**src/rtl/io_win_pkg.sv**
```systemverilog
package io_win_pkg;
  typedef enum logic [2:0] {
    REG_OPT   = 3'd0,
    REG_BASE0 = 3'd1,
    REG_LIMIT = 3'd5
  } cfg_reg_e;

  // set bits form an unbroken run from bit 0
  function automatic logic low_run(logic [7:0] v);
    return ((v & (v + 8'd1)) == 8'd0);
  endfunction
endpackage

```
**src/rtl/io_win_regs.sv**
```systemverilog
module io_win_regs
  import io_win_pkg::*;
#(
  parameter int          ADDR_W      = 16,
  parameter int          NUM_BASE    = 2,
  parameter bit          HAS_LIMIT   = 1'b1,
  parameter logic [7:0]  FIXED_LIMIT = 8'h07
) (
  input  logic              clk_i,
  input  logic              rst_ni,
  input  logic              we_i,
  input  logic [2:0]        sel_i,
  input  logic [7:0]        data_i,
  output logic [ADDR_W-1:0] base_o,
  output logic [ADDR_W-1:0] mask_o,
  output logic              fn_en_o,
  output logic              win_en_o,
  output logic              err_o
);
  logic [7:0]  base_q [NUM_BASE];
  logic [31:0] base_flat;
  logic [7:0]  limit;

  for (genvar b = 0; b < NUM_BASE; b++) begin : g_base
    always_ff @(posedge clk_i or negedge rst_ni) begin
      if (!rst_ni) base_q[b] <= 8'h00;
      else if (we_i && sel_i == 3'(REG_BASE0 + b)) base_q[b] <= data_i;
    end
  end

  always_comb begin
    base_flat = '0;
    for (int b = 0; b < NUM_BASE; b++) base_flat[b*8 +: 8] = base_q[b];
  end
  assign base_o = base_flat[ADDR_W-1:0];

  always_ff @(posedge clk_i or negedge rst_ni) begin
    if (!rst_ni) begin
      fn_en_o  <= 1'b0;
      win_en_o <= 1'b0;
    end else if (we_i && sel_i == REG_OPT) begin
      fn_en_o  <= data_i[0];
      win_en_o <= data_i[1];
    end
  end

  if (HAS_LIMIT) begin : g_limit
    logic [7:0] limit_q;
    logic       err_q;
    always_ff @(posedge clk_i or negedge rst_ni) begin
      if (!rst_ni) begin
        limit_q <= 8'h00;
        err_q   <= 1'b0;
      end else if (we_i && sel_i == REG_LIMIT) begin
        limit_q <= data_i;
        err_q   <= !low_run(data_i);
      end
    end
    assign limit = limit_q;
    assign err_o = err_q;
  end else begin : g_fixed
    assign limit = FIXED_LIMIT;
    assign err_o = 1'b0;
  end

  assign mask_o = {{(ADDR_W-8){1'b0}}, limit};
endmodule

```
**src/rtl/io_win_match.sv**
```systemverilog
module io_win_match #(
  parameter int ADDR_W = 16
) (
  input  logic [ADDR_W-1:0] addr_i,
  input  logic              strobe_i,
  input  logic [ADDR_W-1:0] base_i,
  input  logic [ADDR_W-1:0] mask_i,
  input  logic              fn_en_i,
  input  logic              win_en_i,
  input  logic              err_i,
  output logic              hit_o
);
  logic in_window;
  assign in_window = ((addr_i ^ base_i) & ~mask_i) == '0;
  assign hit_o     = strobe_i && fn_en_i && win_en_i && !err_i && in_window;
endmodule

```
**src/rtl/io_win_prio.sv**
```systemverilog
module io_win_prio #(
  parameter int N = 2
) (
  input  logic [N-1:0] req_i,
  output logic [N-1:0] gnt_o
);
  // isolate lowest set bit
  assign gnt_o = req_i & (~req_i + N'(1));
endmodule

```
**src/rtl/io_win_decoder.sv**
```systemverilog
module io_win_decoder
  import io_win_pkg::*;
#(
  parameter int         NUM_FUNC    = 2,
  parameter int         ADDR_W      = 16,
  parameter int         NUM_BASE    = 2,
  parameter bit         HAS_LIMIT   = 1'b1,
  parameter logic [7:0] FIXED_LIMIT = 8'h07,
  localparam int        FUNC_W      = (NUM_FUNC > 1) ? $clog2(NUM_FUNC) : 1
) (
  input  logic                clk_i,
  input  logic                rst_ni,
  input  logic                cfg_we_i,
  input  logic [FUNC_W-1:0]   cfg_func_i,
  input  logic [2:0]          cfg_sel_i,
  input  logic [7:0]          cfg_data_i,
  input  logic [ADDR_W-1:0]   io_addr_i,
  input  logic                io_strobe_i,
  output logic [NUM_FUNC-1:0] sel_o,
  output logic [NUM_FUNC-1:0] lim_err_o
);
  logic [NUM_FUNC-1:0] hit;

  for (genvar f = 0; f < NUM_FUNC; f++) begin : g_func
    logic [ADDR_W-1:0] base, mask;
    logic              fn_en, win_en, we;

    assign we = cfg_we_i && (cfg_func_i == FUNC_W'(f));

    io_win_regs #(
      .ADDR_W(ADDR_W), .NUM_BASE(NUM_BASE),
      .HAS_LIMIT(HAS_LIMIT), .FIXED_LIMIT(FIXED_LIMIT)
    ) u_regs (
      .clk_i(clk_i), .rst_ni(rst_ni), .we_i(we),
      .sel_i(cfg_sel_i), .data_i(cfg_data_i),
      .base_o(base), .mask_o(mask),
      .fn_en_o(fn_en), .win_en_o(win_en), .err_o(lim_err_o[f])
    );

    io_win_match #(.ADDR_W(ADDR_W)) u_match (
      .addr_i(io_addr_i), .strobe_i(io_strobe_i),
      .base_i(base), .mask_i(mask),
      .fn_en_i(fn_en), .win_en_i(win_en), .err_i(lim_err_o[f]),
      .hit_o(hit[f])
    );
  end

  io_win_prio #(.N(NUM_FUNC)) u_prio (.req_i(hit), .gnt_o(sel_o));
endmodule

```
**config.mk**
```make
export PLATFORM = sky130hd
export DESIGN_NAME = io_win_decoder
export DESIGN_NICKNAME = d
export VERILOG_FILES = /design/src/rtl/io_win_pkg.sv /design/src/rtl/io_win_regs.sv /design/src/rtl/io_win_match.sv /design/src/rtl/io_win_prio.sv /design/src/rtl/io_win_decoder.sv
export SDC_FILE = /design/constraint.sdc
export NUM_CORES = 1
export LEC_CHECK = 0
export BUFFER_PORTS_ARGS = -buffer_cell sky130_fd_sc_hd__buf_2
export CAP_MARGIN = 0
export CORE_ASPECT_RATIO = 1.2
export CORE_UTILIZATION = 50
export CTS_BUF_LIST = sky130_fd_sc_hd__clkbuf_8
export CTS_CLUSTER_DIAMETER = 100
export DETAILED_ROUTE_END_ITERATION = 7
export PLACE_DENSITY = 0.81
export RECOVER_POWER = 25
export SLEW_MARGIN = 25
export SYNTH_ARGS = -nofsm -noshare
export SYNTH_HDL_FRONTEND = slang
export SYNTH_SLANG_ARGS = --single-unit
```
**constraint.sdc**
```tcl
create_clock -name clk_i -period 3.32 [get_ports clk_i]
set_clock_uncertainty 0.2 [all_clocks]
set_input_delay 0.166 -clock clk_i [delete_from_list [all_inputs] [get_ports clk_i]]
set_output_delay 0.166 -clock clk_i [all_outputs]
set_load 0.03 [all_outputs]
```
==> impl_metrics.json <==
{
  "cts.sinks": 54,
  "cts_buffer_depth": 2,
  "core_region_area_sq_mm": 0.004905,
  "synth-edff-count": 0,
  "nets": 266,
  "hold_class": "primary input to flip-flop",
  "wl_microns": 5031,
  "gr-usage-met1_pct": 25.33,
  "first_pass_iters": 4,
  "post_cts_buffers": 0,
  "cpPeakStageDelay_ps": 560,
  "fmax_mhz": 416.5,
  "ant_nets": 0,
  "synth.most_common_cell": "dfrtp_1",
  "area_growth_pct": 12.77,
  "antenna_found_initial": 0,
  "rows": 28,
  "synth_top_area_share_pct": 53.44,
  "synth-async-reset-ratio_pct": 100.0,
  "synthesis.area_sq_mm": 0.002529,
  "p_sw_mw": 0.4573,
  "cp.required_ps": 2950,
  "postCtsResizedCells": 0,
  "power_frac_seq_pct": 54.8,
  "root_buffer": "clkbuf_8",
  "finalCriticalPeriod_ps": 2401,
  "cp_data_arrival_time_ps": 2040,
  "synthFlopType": "dfrtp_1",
  "synth_area_leaders": "dfrtp_1 (53%), mux2_2 (22%), xnor2_1 (8.3%)",
  "clock_latency_ps": 310,
  "io_buffer_count": 35,
  "cts_hold_buf": 2,
  "r2r-start": "g_func[0].u_regs.base_o[1]$_DFFE_PN0P_",
  "gp_congestion": 0.8154,
  "min_period_over_period_pct": 72.33,
  "startpoint": "g_func[1].u_regs.base_o[4]$_DFFE_PN0P_",
  "grt_pass1_vias": 1611,
  "die_w_microns": 66.92,
  "wl_per_cell_microns": 17.05,
  "initial_core_util_pct": 51.56,
  "syn_nets": 225,
  "clock_power_share_pct": 23.0,
  "placed_area_sq_mm": 0.002763,
  "met3_usage_pct": 4.429,
  "grt_max_degree": 41,
  "post-synth-top-area-cell": "dfrtp_1",
  "p_int_mw": 1.183,
  "slew_headroom_pct": 40.54,
  "status": "finished clean",
  "grtUsageMet2_pct": 35.15,
  "syn_area_per_cell_sq_um": 13.10,
  "diodes": 0,
  "power_frac_comb_pct": 22.2,
  "routed-via-count": 1648,
  "finalPower_mw": 1.641,
  "power_density_mw_per_mm2": 575.4,
  "drcViolationCount": 0,
  "h-tree-depth": 2,
  "cts_made_buffers": 5,
  "cp-end-kind": "output port",
  "path_max_fanout": 2,
  "vdd_drop_max_mv": 0.2985,
  "final-setup-viol-count": 0,
  "crit_slowest_cell": "or4_1",
  "dr.first_iter.drc_count": 54,
  "yosys-top-cells-count": "dfrtp_1 (54), mux2_2 (50), xnor2_1 (24)",
  "crit_path_start_kind": "flip-flop",
  "yosys_warnings": 0,
  "fillers": 433,
  "syn_inst": 193,
  "grt.busiest_layer": "met2",
  "setup_tns_ps": 0,
  "hold_viol": 0,
  "rsz0062_at_grt": "false",
  "ys_seq_elements": 54,
  "globalRouteOverflowTotal": 0,
  "clk_pin_slew_worst_paths_ps": 90,
  "worstPathCellList": "xnor2_1 -> o22ai_1 -> or4_1 -> a211oi_1 -> buf_2",
  "ys_seq_area_share_pct": 53.44,
  "drive_gt1_share_pct": 37.87,
  "tightest_slew_ps": 891.9,
  "die_y_microns": 79.90,
  "hold_start": "cfg_data_i[5]",
  "final_max_slew_viol_count": 0,
  "cts_tree": "built",
  "p_leak_nw": 1.234,
  "grt_pass1_wl_microns": 7914,
  "viasPerCell": 5.586,
  "track_usage_pct": 20.50,
  "fin_area_sq_mm": 0.002851,
  "cap_violations": 0,
  "ys_types": 29,
  "die-area_sq_mm": 0.005347,
  "p_sw_share_pct": 27.87,
  "ios": 36,
  "worstSetupPathType": "flip-flop to output port",
  "holdWs_ps": 3.092,
  "hpwl_microns": 3670
}
[cell type report]
class,count,area (sq um),area share [%]
tap,60,75.07,2.633
sequential,54,1351,47.39
timing repair buffer,39,200.2,7.021
inverter,1,3.754,0.1316
clock inverter,2,8.758,0.3072
multi-input combinational,133,1130,39.62
clock buffer,6,82.58,2.896
[power by group through the flow]
stage	Clock [mW]	Sequential (mW)	Combinational, mW
after detailed placement	0	0.913	0.367
after CTS	0.384	0.900	0.372
after floorplan	0	0.889	0.274
after global routing	0.409	0.919	0.399
after global placement	0	0.904	0.354
final	0.378	0.899	0.364
[metrics by stage]
step	utilization, %	setup WS, ps	cells
after floorplan	-	1131	193
after detailed placement	56.33	1315	285
final	58.14	918.8	295
after global placement	56.33	1385	285
after global routing	58.14	866.8	295
after CTS	58.60	905.5	295
[logic make-up (layout without fill, tap and decap cells)]
kind of cell | after synthesis | in the layout | synth area share, %
AND/OR/NAND/NOR | 34 | 34 | 7.670
XOR/XNOR | 32 | 32 | 11.08
AO/OA/AOI/OAI | 17 | 17 | 4.157
flip-flops | 54 | 54 | 53.44
buffers and inverters | 6 | 48 | 1.385
multiplexers | 50 | 50 | 22.27
[layer usage]
layer  vias to the layer above  share of wire, %
li1                        773                 -
met1                       837                43
met2                        32                53
met3                         6               3.0
met4                         0               1.3
met5                         -                 0
[path summary, 6_finish.rpt]
| kind | slack, ps | end | cells after the start |
|---|---|---|---|
| worst max-delay path | 920 | sel_o[1] | 5 |
| worst min-delay path | 3 | g_func[0].u_regs.base_o[5]$_DFFE_PN0P_ | 2 |
| worst max register to register | 2330 | g_func[0].u_regs.base_o[1]$_DFFE_PN0P_ | 1 |
| worst min register to register | 310 | g_func[0].u_regs.win_en_o$_DFFE_PN0P_ | 1 |
| max in group asynchronous | 1870 | g_func[1].u_regs.g_limit.limit_q[6]$_DFFE_PN0P_ | 3 |
| min in group asynchronous | 310 | g_func[1].u_regs.fn_en_o$_DFFE_PN0P_ | 2 |
[critical path, delay by kind of cell (launching register included)]
family                    cells  cell delay, ps
AOI/OAI and AO/OA             2             340
xor gates and xnor gates      1             170
buffers and inverters         1             240
DFF                           1             410
and+or+nand+nor               1             560
[layout by cell type, fill, tap and decap left out, types with 2 or more instances in the layout]
cell type,synthesis,layout
o2111ai_1,2,2
buf_2,1,30
dlygate4sd3_1,0,2
o21ai_0,7,7
clkbuf_1,1,6
mux2_2,50,50
nor2_1,4,4
nand4_1,2,2
xor2_1,8,8
nor4_1,2,2
clkbuf_8,0,6
dfrtp_1,54,54
o22ai_1,6,6
nand3_1,2,4
xnor2_1,24,24
nand2_1,9,10
nor3b_1,2,2
nor3_1,3,3
inv_1,1,2
[state kept, by name (all words and copies together) (netlist names)]
name                           count
g_func.u_regs.win_en_o             2
g_func.u_regs.g_limit.limit_q     16
g_func.u_regs.err_o                2
g_func.u_regs.base_o              32
g_func.u_regs.fn_en_o              2
Power figures use the tool's default switching activity.
